`src/rtl/cmdport_pkg.sv`:
```
`timescale 1ns/1ps
package cmdport_pkg;
  localparam int BYTE_W = 8;
  typedef logic [BYTE_W-1:0] cp_byte_t;
  // fill byte used by the host for padding and for the resync run
  localparam cp_byte_t FILL_BYTE = 8'hFF;
endpackage

```
`src/rtl/cp_sync.sv`:
```
`timescale 1ns/1ps
// Multi-bit, multi-stage synchronizer for independent asynchronous inputs
module cp_sync #(
  parameter int          W        = 1,
  parameter int          STAGES   = 2,
  parameter logic [W-1:0] RST_VAL = '0
) (
  input  logic         clk,
  input  logic         rst_n,
  input  logic [W-1:0] d,
  output logic [W-1:0] q
);
  logic [STAGES-1:0][W-1:0] stg_q;
  logic [STAGES-1:0][W-1:0] stg_d;

  always_comb begin
    stg_d = {stg_q[STAGES-2:0], d};
  end

  always_ff @(posedge clk or negedge rst_n) begin
    if (!rst_n) stg_q <= {STAGES{RST_VAL}};
    else        stg_q <= stg_d;
  end

  assign q = stg_q[STAGES-1];
endmodule

```
`src/rtl/cp_front.sv`:
```
`timescale 1ns/1ps
// Brings serial pins into the system domain and finds sampling edges
module cp_front #(
  parameter int SYNC_STAGES = 2
) (
  input  logic clk,
  input  logic rst_n,
  input  logic sclk_in,
  input  logic csn_in,
  input  logic sdi_in,
  output logic bit_stb,
  output logic bit_val
);
  logic [2:0] pins_s;   // {sclk, csn, sdi}
  logic       sclk_prev_q;
  logic       sclk_prev_d;

  cp_sync #(.W(3), .STAGES(SYNC_STAGES), .RST_VAL(3'b010)) i_sync (
    .clk   (clk),
    .rst_n (rst_n),
    .d     ({sclk_in, csn_in, sdi_in}),
    .q     (pins_s)
  );

  always_comb begin
    sclk_prev_d = pins_s[2];
  end

  always_ff @(posedge clk or negedge rst_n) begin
    if (!rst_n) sclk_prev_q <= 1'b0;
    else        sclk_prev_q <= sclk_prev_d;
  end

  // rising serial clock while selected
  assign bit_stb = pins_s[2] & ~sclk_prev_q & ~pins_s[1];
  assign bit_val = pins_s[0];
endmodule

```
`src/rtl/cp_bytes.sv`:
```
`timescale 1ns/1ps
// Bit position counter and byte shift register with realignment
module cp_bytes #(
  parameter int BYTE_W = 8
) (
  input  logic              clk,
  input  logic              rst_n,
  input  logic              bit_stb,
  input  logic              bit_val,
  input  logic              realign,
  output logic              byte_done,
  output logic [BYTE_W-1:0] byte_val
);
  localparam int CNT_W = $clog2(BYTE_W);
  localparam logic [CNT_W-1:0] LAST = CNT_W'(BYTE_W - 1);

  logic [CNT_W-1:0]  cnt_q, cnt_d;
  logic [BYTE_W-2:0] shreg_q, shreg_d;

  always_comb begin
    cnt_d   = cnt_q;
    shreg_d = shreg_q;
    if (bit_stb) begin
      shreg_d = {shreg_q[BYTE_W-3:0], bit_val};
      if (realign || cnt_q == LAST) cnt_d = '0;
      else                          cnt_d = cnt_q + 1'b1;
    end
  end

  always_ff @(posedge clk or negedge rst_n) begin
    if (!rst_n) begin
      cnt_q   <= '0;
      shreg_q <= '0;
    end else begin
      cnt_q   <= cnt_d;
      shreg_q <= shreg_d;
    end
  end

  assign byte_done = bit_stb & (cnt_q == LAST);
  assign byte_val  = {shreg_q, bit_val};
endmodule

```
`src/rtl/cp_resync.sv`:
```
`timescale 1ns/1ps
// Counts consecutive one-bits; a zero after enough ones is the resync mark
module cp_resync #(
  parameter int RUN_BYTES = 15,
  parameter int BYTE_W    = 8
) (
  input  logic clk,
  input  logic rst_n,
  input  logic bit_stb,
  input  logic bit_val,
  output logic hit
);
  localparam int THR = RUN_BYTES * BYTE_W + BYTE_W - 1;
  localparam int CW  = $clog2(THR + 1);
  localparam logic [CW-1:0] THR_C = CW'(THR);

  logic [CW-1:0] ones_q, ones_d;

  always_comb begin
    ones_d = ones_q;
    if (bit_stb) begin
      if (!bit_val)            ones_d = '0;
      else if (ones_q != THR_C) ones_d = ones_q + 1'b1;
    end
  end

  always_ff @(posedge clk or negedge rst_n) begin
    if (!rst_n) ones_q <= '0;
    else        ones_q <= ones_d;
  end

  assign hit = bit_stb & ~bit_val & (ones_q == THR_C);
endmodule

```
`src/rtl/cmd_port_resync.sv`:
```
`timescale 1ns/1ps
module cmd_port_resync
  import cmdport_pkg::*;
#(
  parameter int SYNC_STAGES = 2,
  parameter int RUN_BYTES   = 15
) (
  input  logic        clk,
  input  logic        rst_n,
  input  logic        sclk_in,
  input  logic        csn_in,
  input  logic        sdi_in,
  input  logic        tx_bit,
  output logic        sdo_o,
  output logic        sdo_oe,
  output logic        cmd_valid,
  output logic [7:0]  cmd_byte,
  output logic        resync_pulse
);
  logic     bit_stb, bit_val;
  logic     byte_done, hit, fwd;
  cp_byte_t byte_val;

  logic     cmd_valid_q, cmd_valid_d;
  logic     resync_q, resync_d;
  cp_byte_t cmd_byte_q, cmd_byte_d;

  cp_front #(.SYNC_STAGES(SYNC_STAGES)) i_front (
    .clk     (clk),
    .rst_n   (rst_n),
    .sclk_in (sclk_in),
    .csn_in  (csn_in),
    .sdi_in  (sdi_in),
    .bit_stb (bit_stb),
    .bit_val (bit_val)
  );

  cp_bytes #(.BYTE_W(BYTE_W)) i_bytes (
    .clk       (clk),
    .rst_n     (rst_n),
    .bit_stb   (bit_stb),
    .bit_val   (bit_val),
    .realign   (hit),
    .byte_done (byte_done),
    .byte_val  (byte_val)
  );

  cp_resync #(.RUN_BYTES(RUN_BYTES), .BYTE_W(BYTE_W)) i_resync (
    .clk     (clk),
    .rst_n   (rst_n),
    .bit_stb (bit_stb),
    .bit_val (bit_val),
    .hit     (hit)
  );

  assign fwd = byte_done & ~hit & (byte_val != FILL_BYTE);

  always_comb begin
    cmd_valid_d = fwd;
    resync_d    = hit;
    cmd_byte_d  = cmd_byte_q;
    if (fwd) cmd_byte_d = byte_val;
  end

  always_ff @(posedge clk or negedge rst_n) begin
    if (!rst_n) begin
      cmd_valid_q <= 1'b0;
      resync_q    <= 1'b0;
      cmd_byte_q  <= '0;
    end else begin
      cmd_valid_q <= cmd_valid_d;
      resync_q    <= resync_d;
      cmd_byte_q  <= cmd_byte_d;
    end
  end

  // pad enable follows the raw select pin so the pad floats at once
  assign sdo_oe       = ~csn_in;
  assign sdo_o        = tx_bit & ~csn_in;
  assign cmd_valid    = cmd_valid_q;
  assign cmd_byte     = cmd_byte_q;
  assign resync_pulse = resync_q;
endmodule

```
`config.mk`:
```
export PLATFORM = sky130hd
export DESIGN_NAME = cmd_port_resync
export DESIGN_NICKNAME = d
export VERILOG_FILES = /design/src/rtl/cmdport_pkg.sv /design/src/rtl/cp_sync.sv /design/src/rtl/cp_front.sv /design/src/rtl/cp_bytes.sv /design/src/rtl/cp_resync.sv /design/src/rtl/cmd_port_resync.sv
export SDC_FILE = /design/constraint.sdc
export NUM_CORES = 1
export LEC_CHECK = 0
export ABC_AREA = 1
export BUFFER_PORTS_ARGS = -buffer_cell sky130_fd_sc_hd__buf_2
export CORE_ASPECT_RATIO = 1.5
export CORE_MARGIN = 4
export CORE_UTILIZATION = 41
export CTS_CLUSTER_DIAMETER = 50
export DETAILED_ROUTE_END_ITERATION = 10
export PLACE_DENSITY_LB_ADDON = 0.3
export REMOVE_ABC_BUFFERS = 1
export SLEW_MARGIN = 20
export SYNTH_ARGS = -nofsm -noshare
export SYNTH_HDL_FRONTEND = slang
export SYNTH_HIERARCHICAL = 1
export SYNTH_SLANG_ARGS = --single-unit
```
`constraint.sdc`:
```
create_clock -name clk -period 4.3 [get_ports clk]
set_input_delay 0.43 -clock clk [delete_from_list [all_inputs] [get_ports clk]]
set_output_delay 0.43 -clock clk [all_outputs]
set_load 0.05 [all_outputs]
```
==> impl_metrics.csv <==
group,metric,value,unit
worst_hold_path,hp-class,"input port to async pin",
floorplanning,fp.dieW,57.4,um
global_route,grt_busiest_layer,"met2",
run,maxCapViolCount,0,
clock_network,cts_tree,"done",
clock_network,h-tree-depth,2,
clock_network,cts_buffers,5,
drt,vias,1135,
worst_setup_path,r2r_cells,9,
synth,syn-cell-area,1500,um^2
clock_network,clock_path_buffers,2,
drt,viasPerCell,4.98,
synth,seq_area_frac_synth,56.8,%
clock_network,clk_pin_slew,60,ps
floorplanning,rows,26,
finish,multi_input_area,554,um^2
global_route,grt_pass1_vias,1178,
clock_network,cts_setup_buffers,0,
global_route,gr-usage-met1,13.8,%
power,ir_drop,0.270,mV
finish,seq_area,853,um^2
drt,drc,0,
timing,drv_slew,0,
drt,first_pass_iters,4,
timing,relSlewSlack,51.1,%
synth,yosysUniqueCellTypes,23,
status,status,"finished, final reports clean",
synth,yosys.area.top_type,"dfrtp_1",
global_route,use_met2,23.5,%
worst_setup_path,crit_type,"flip-flop to flip-flop",
drt,wl_per_cell,11.7,um
power,pwr_density_cell,432,nW/um^2
clock_network,ctsRootBufferMaster,"clkbuf_8",
worst_setup_path,reg2reg_slack,2340,ps
timing,tns,0,ps
global_route,grt_usage,13.2,%
worst_setup_path,timing.rr.end,"cmd_byte[0]$_DFFE_PN0P_",
worst_setup_path,end_kind,"flip-flop",
synth,synthCells,164,
placement,gp_congestion,0.763,
placement,portBuffers,17,
finish,synthToLayoutAreaGrowth,13.5,%
synth,ys_seq_elements,34,
placement,dp_hpwl,2.01,mm
floorplanning,core,3480,um^2
floorplanning,ios,18,
timing,period_share,45.7,%
power,leakagePower,0.926,nW
finish,num_antenna_cells,0,
worst_setup_path,worstPathArrival,2180,ps
floorplanning,start_util,43.1,%
clock_network,cts_sinks,34,
clock_network,cts_resized,0,
synth,synthTopCellsByArea,"dfrtp_1 (53%), nand2_1 (14%), nand3_1 (5.3%), inv_1 (4.3%), dfstp_2 (3.5%)",
timing,setup_viol,0,
timing,fmax,0.509,GHz
global_route,grt_overflow,0,
worst_setup_path,crit_required,4520,ps
finish,drive_gt1_share,23.1,%
timing,fin_skew,6.27,ps
worst_setup_path,r2r_start,"i_front/sclk_prev_q$_DFF_PN0_",
worst_setup_path,start_kind,"flip-flop",
drt,detail-route-antenna-nets,0,
clock_network,clk_latency,280,ps
global_route,grt_max_degree,35,
drt,detailedRoute.firstIterationViolations,42,
synth,avgSynthCellArea,9.16,um^2
timing,worst_slew_pin_slew,733,ps
drt,drt_wl_total,2.66,mm
floorplanning,dieArea,4710,um^2
synth,synth_top_area_share,53.3,%
global_route,grtUsageMet3,3.58,%
floorplanning,chipHeight,82.1,um
worst_setup_path,worstPathMaxFanout,15,
finish,fin_nets,194,
global_route,grt_pass1_wl,4.80,mm
timing,fin_crit,1960,ps
timing,grt_setup_unrepaired,"false",
global_route,antenna_found_initial,0,
finish,fin_util,49.0,%
synth,yosysWarnings,6,
finish,num-fill-cells,335,
clock_network,postCtsHoldBufs,0,
timing,hold_viol_final,0,
## sequential cells by signal, summed over array words and instances, names as in the netlist
name and flops:
resync_pulse 1, i_resync/ones_q 7, i_front/i_sync/stg_d 3, i_bytes/cnt_q 3
i_bytes/shreg_q 7, cmd_byte 8, i_front/sclk_prev_q 1, cmd_valid 1
i_front/i_sync/q 3
## worst max-delay path: stages, from the launching register on
cell     delay (ps)
dfrtp_1         360
inv_1            50
nand2_1          50
nor2_2          480
nand2_2         270
nor2_1          330
nor2_4          120
nand2_4         130
nand2_1          60
nand2_1          50
## power by group
group	leakage, nW	switching [mW]	total [mW]	internal [mW]
registers	0.445	0.0305	0.391	0.361
clock network	0.0482	0.100	0.229	0.129
logic	0.432	0.0817	0.117	0.0349
total	0.926	0.213	0.737	0.524
## stage by stage
step / worst slack (ps) / std cells / instance area (um^2) / power [mW] / hold slack, ps
2_1_floorplan: 2650 / 161 / 1480 / 0.476 / 134
3_3_place_gp: 2470 / 220 / 1610 / 0.508 / 336
3_5_place_dp: 2370 / 220 / 1610 / 0.516 / 340
4_1_cts: 2360 / 228 / 1700 / 0.752 / 237
5_1_grt: 2170 / 228 / 1700 / 0.788 / 244
6_report: 2340 / 228 / 1700 / 0.737 / 211
## worst max path at each step
stage	startpoint	endpoint	slack, ps	depth (start not counted)
after floorplan	i_front/sclk_prev_q$_DFF_PN0_	cmd_byte[0]$_DFFE_PN0P_	2650	9
after global placement	i_front/sclk_prev_q$_DFF_PN0_	cmd_byte[7]$_DFFE_PN0P_	2470	9
after detailed placement	i_front/sclk_prev_q$_DFF_PN0_	cmd_byte[5]$_DFFE_PN0P_	2370	9
after CTS	i_front/sclk_prev_q$_DFF_PN0_	cmd_byte[0]$_DFFE_PN0P_	2360	9
after global routing	i_front/sclk_prev_q$_DFF_PN0_	cmd_byte[3]$_DFFE_PN0P_	2170	9
final	i_front/sclk_prev_q$_DFF_PN0_	cmd_byte[0]$_DFFE_PN0P_	2340	9
## metal layers
metal  share of wire (%)  wire (um)
met1                  39       1040
met2                  52       1380
met3                 6.2        166
met4                 2.8         74
met5                   0          0
## area by class of cell
type | instances | area share, %
repair buffers | 17 | 4.99
clock buffers | 7 | 5.07
well taps | 42 | 3.08
multi-input cells | 109 | 32.5
flip-flops and latches | 34 | 50.1
clock inverters | 1 | 0.294
inverters | 18 | 3.96
## cells in the final DEF, fill, tap and decap left out, drive strengths merged
| master | netlist | routed |
|---|---|---|
| ha | 3 | 3 |
| nor3 | 1 | 1 |
| nand4 | 1 | 1 |
| inv | 18 | 18 |
| dfrtp | 32 | 32 |
| clkbuf | 0 | 7 |
| and3 | 1 | 1 |
| nor2 | 12 | 12 |
| buf | 3 | 17 |
| nand2 | 61 | 61 |
| o21a | 1 | 1 |
| nand3 | 17 | 17 |
| o21ai | 9 | 9 |
| clkinv | 0 | 1 |
| dfstp | 2 | 2 |
| o21bai | 1 | 1 |
| a21oi | 2 | 2 |
## cell usage after synthesis
library cell / number
nor3_1: 1
nand4_1: 1
buf_6: 1
buf_4: 2
ha_1: 3
o21a_1: 1
inv_1: 17
inv_2: 1
dfstp_2: 2
nand2_1: 55
o21ai_2: 3
nor2_1: 7
nand3_1: 16
dfrtp_1: 32
nor2_2: 4
nand2_2: 2
and3_2: 1
nand2_4: 4
nor2_4: 1
a21oi_1: 2
o21ai_0: 6
nand3_2: 1
o21bai_1: 1
## kinds of logic (layout without fill, tap and decap cells)
family	count (synthesis)	count (layout)	synth area share, %
buffers and inverters	21	43	6.25
AND/OR/NAND/NOR	93	93	29.0
flip-flops	34	34	56.8
adder cells (fa/ha/maj)	3	3	2.50
AO/OA/AOI/OAI	13	13	5.42
Power figures use the tool's default switching activity.
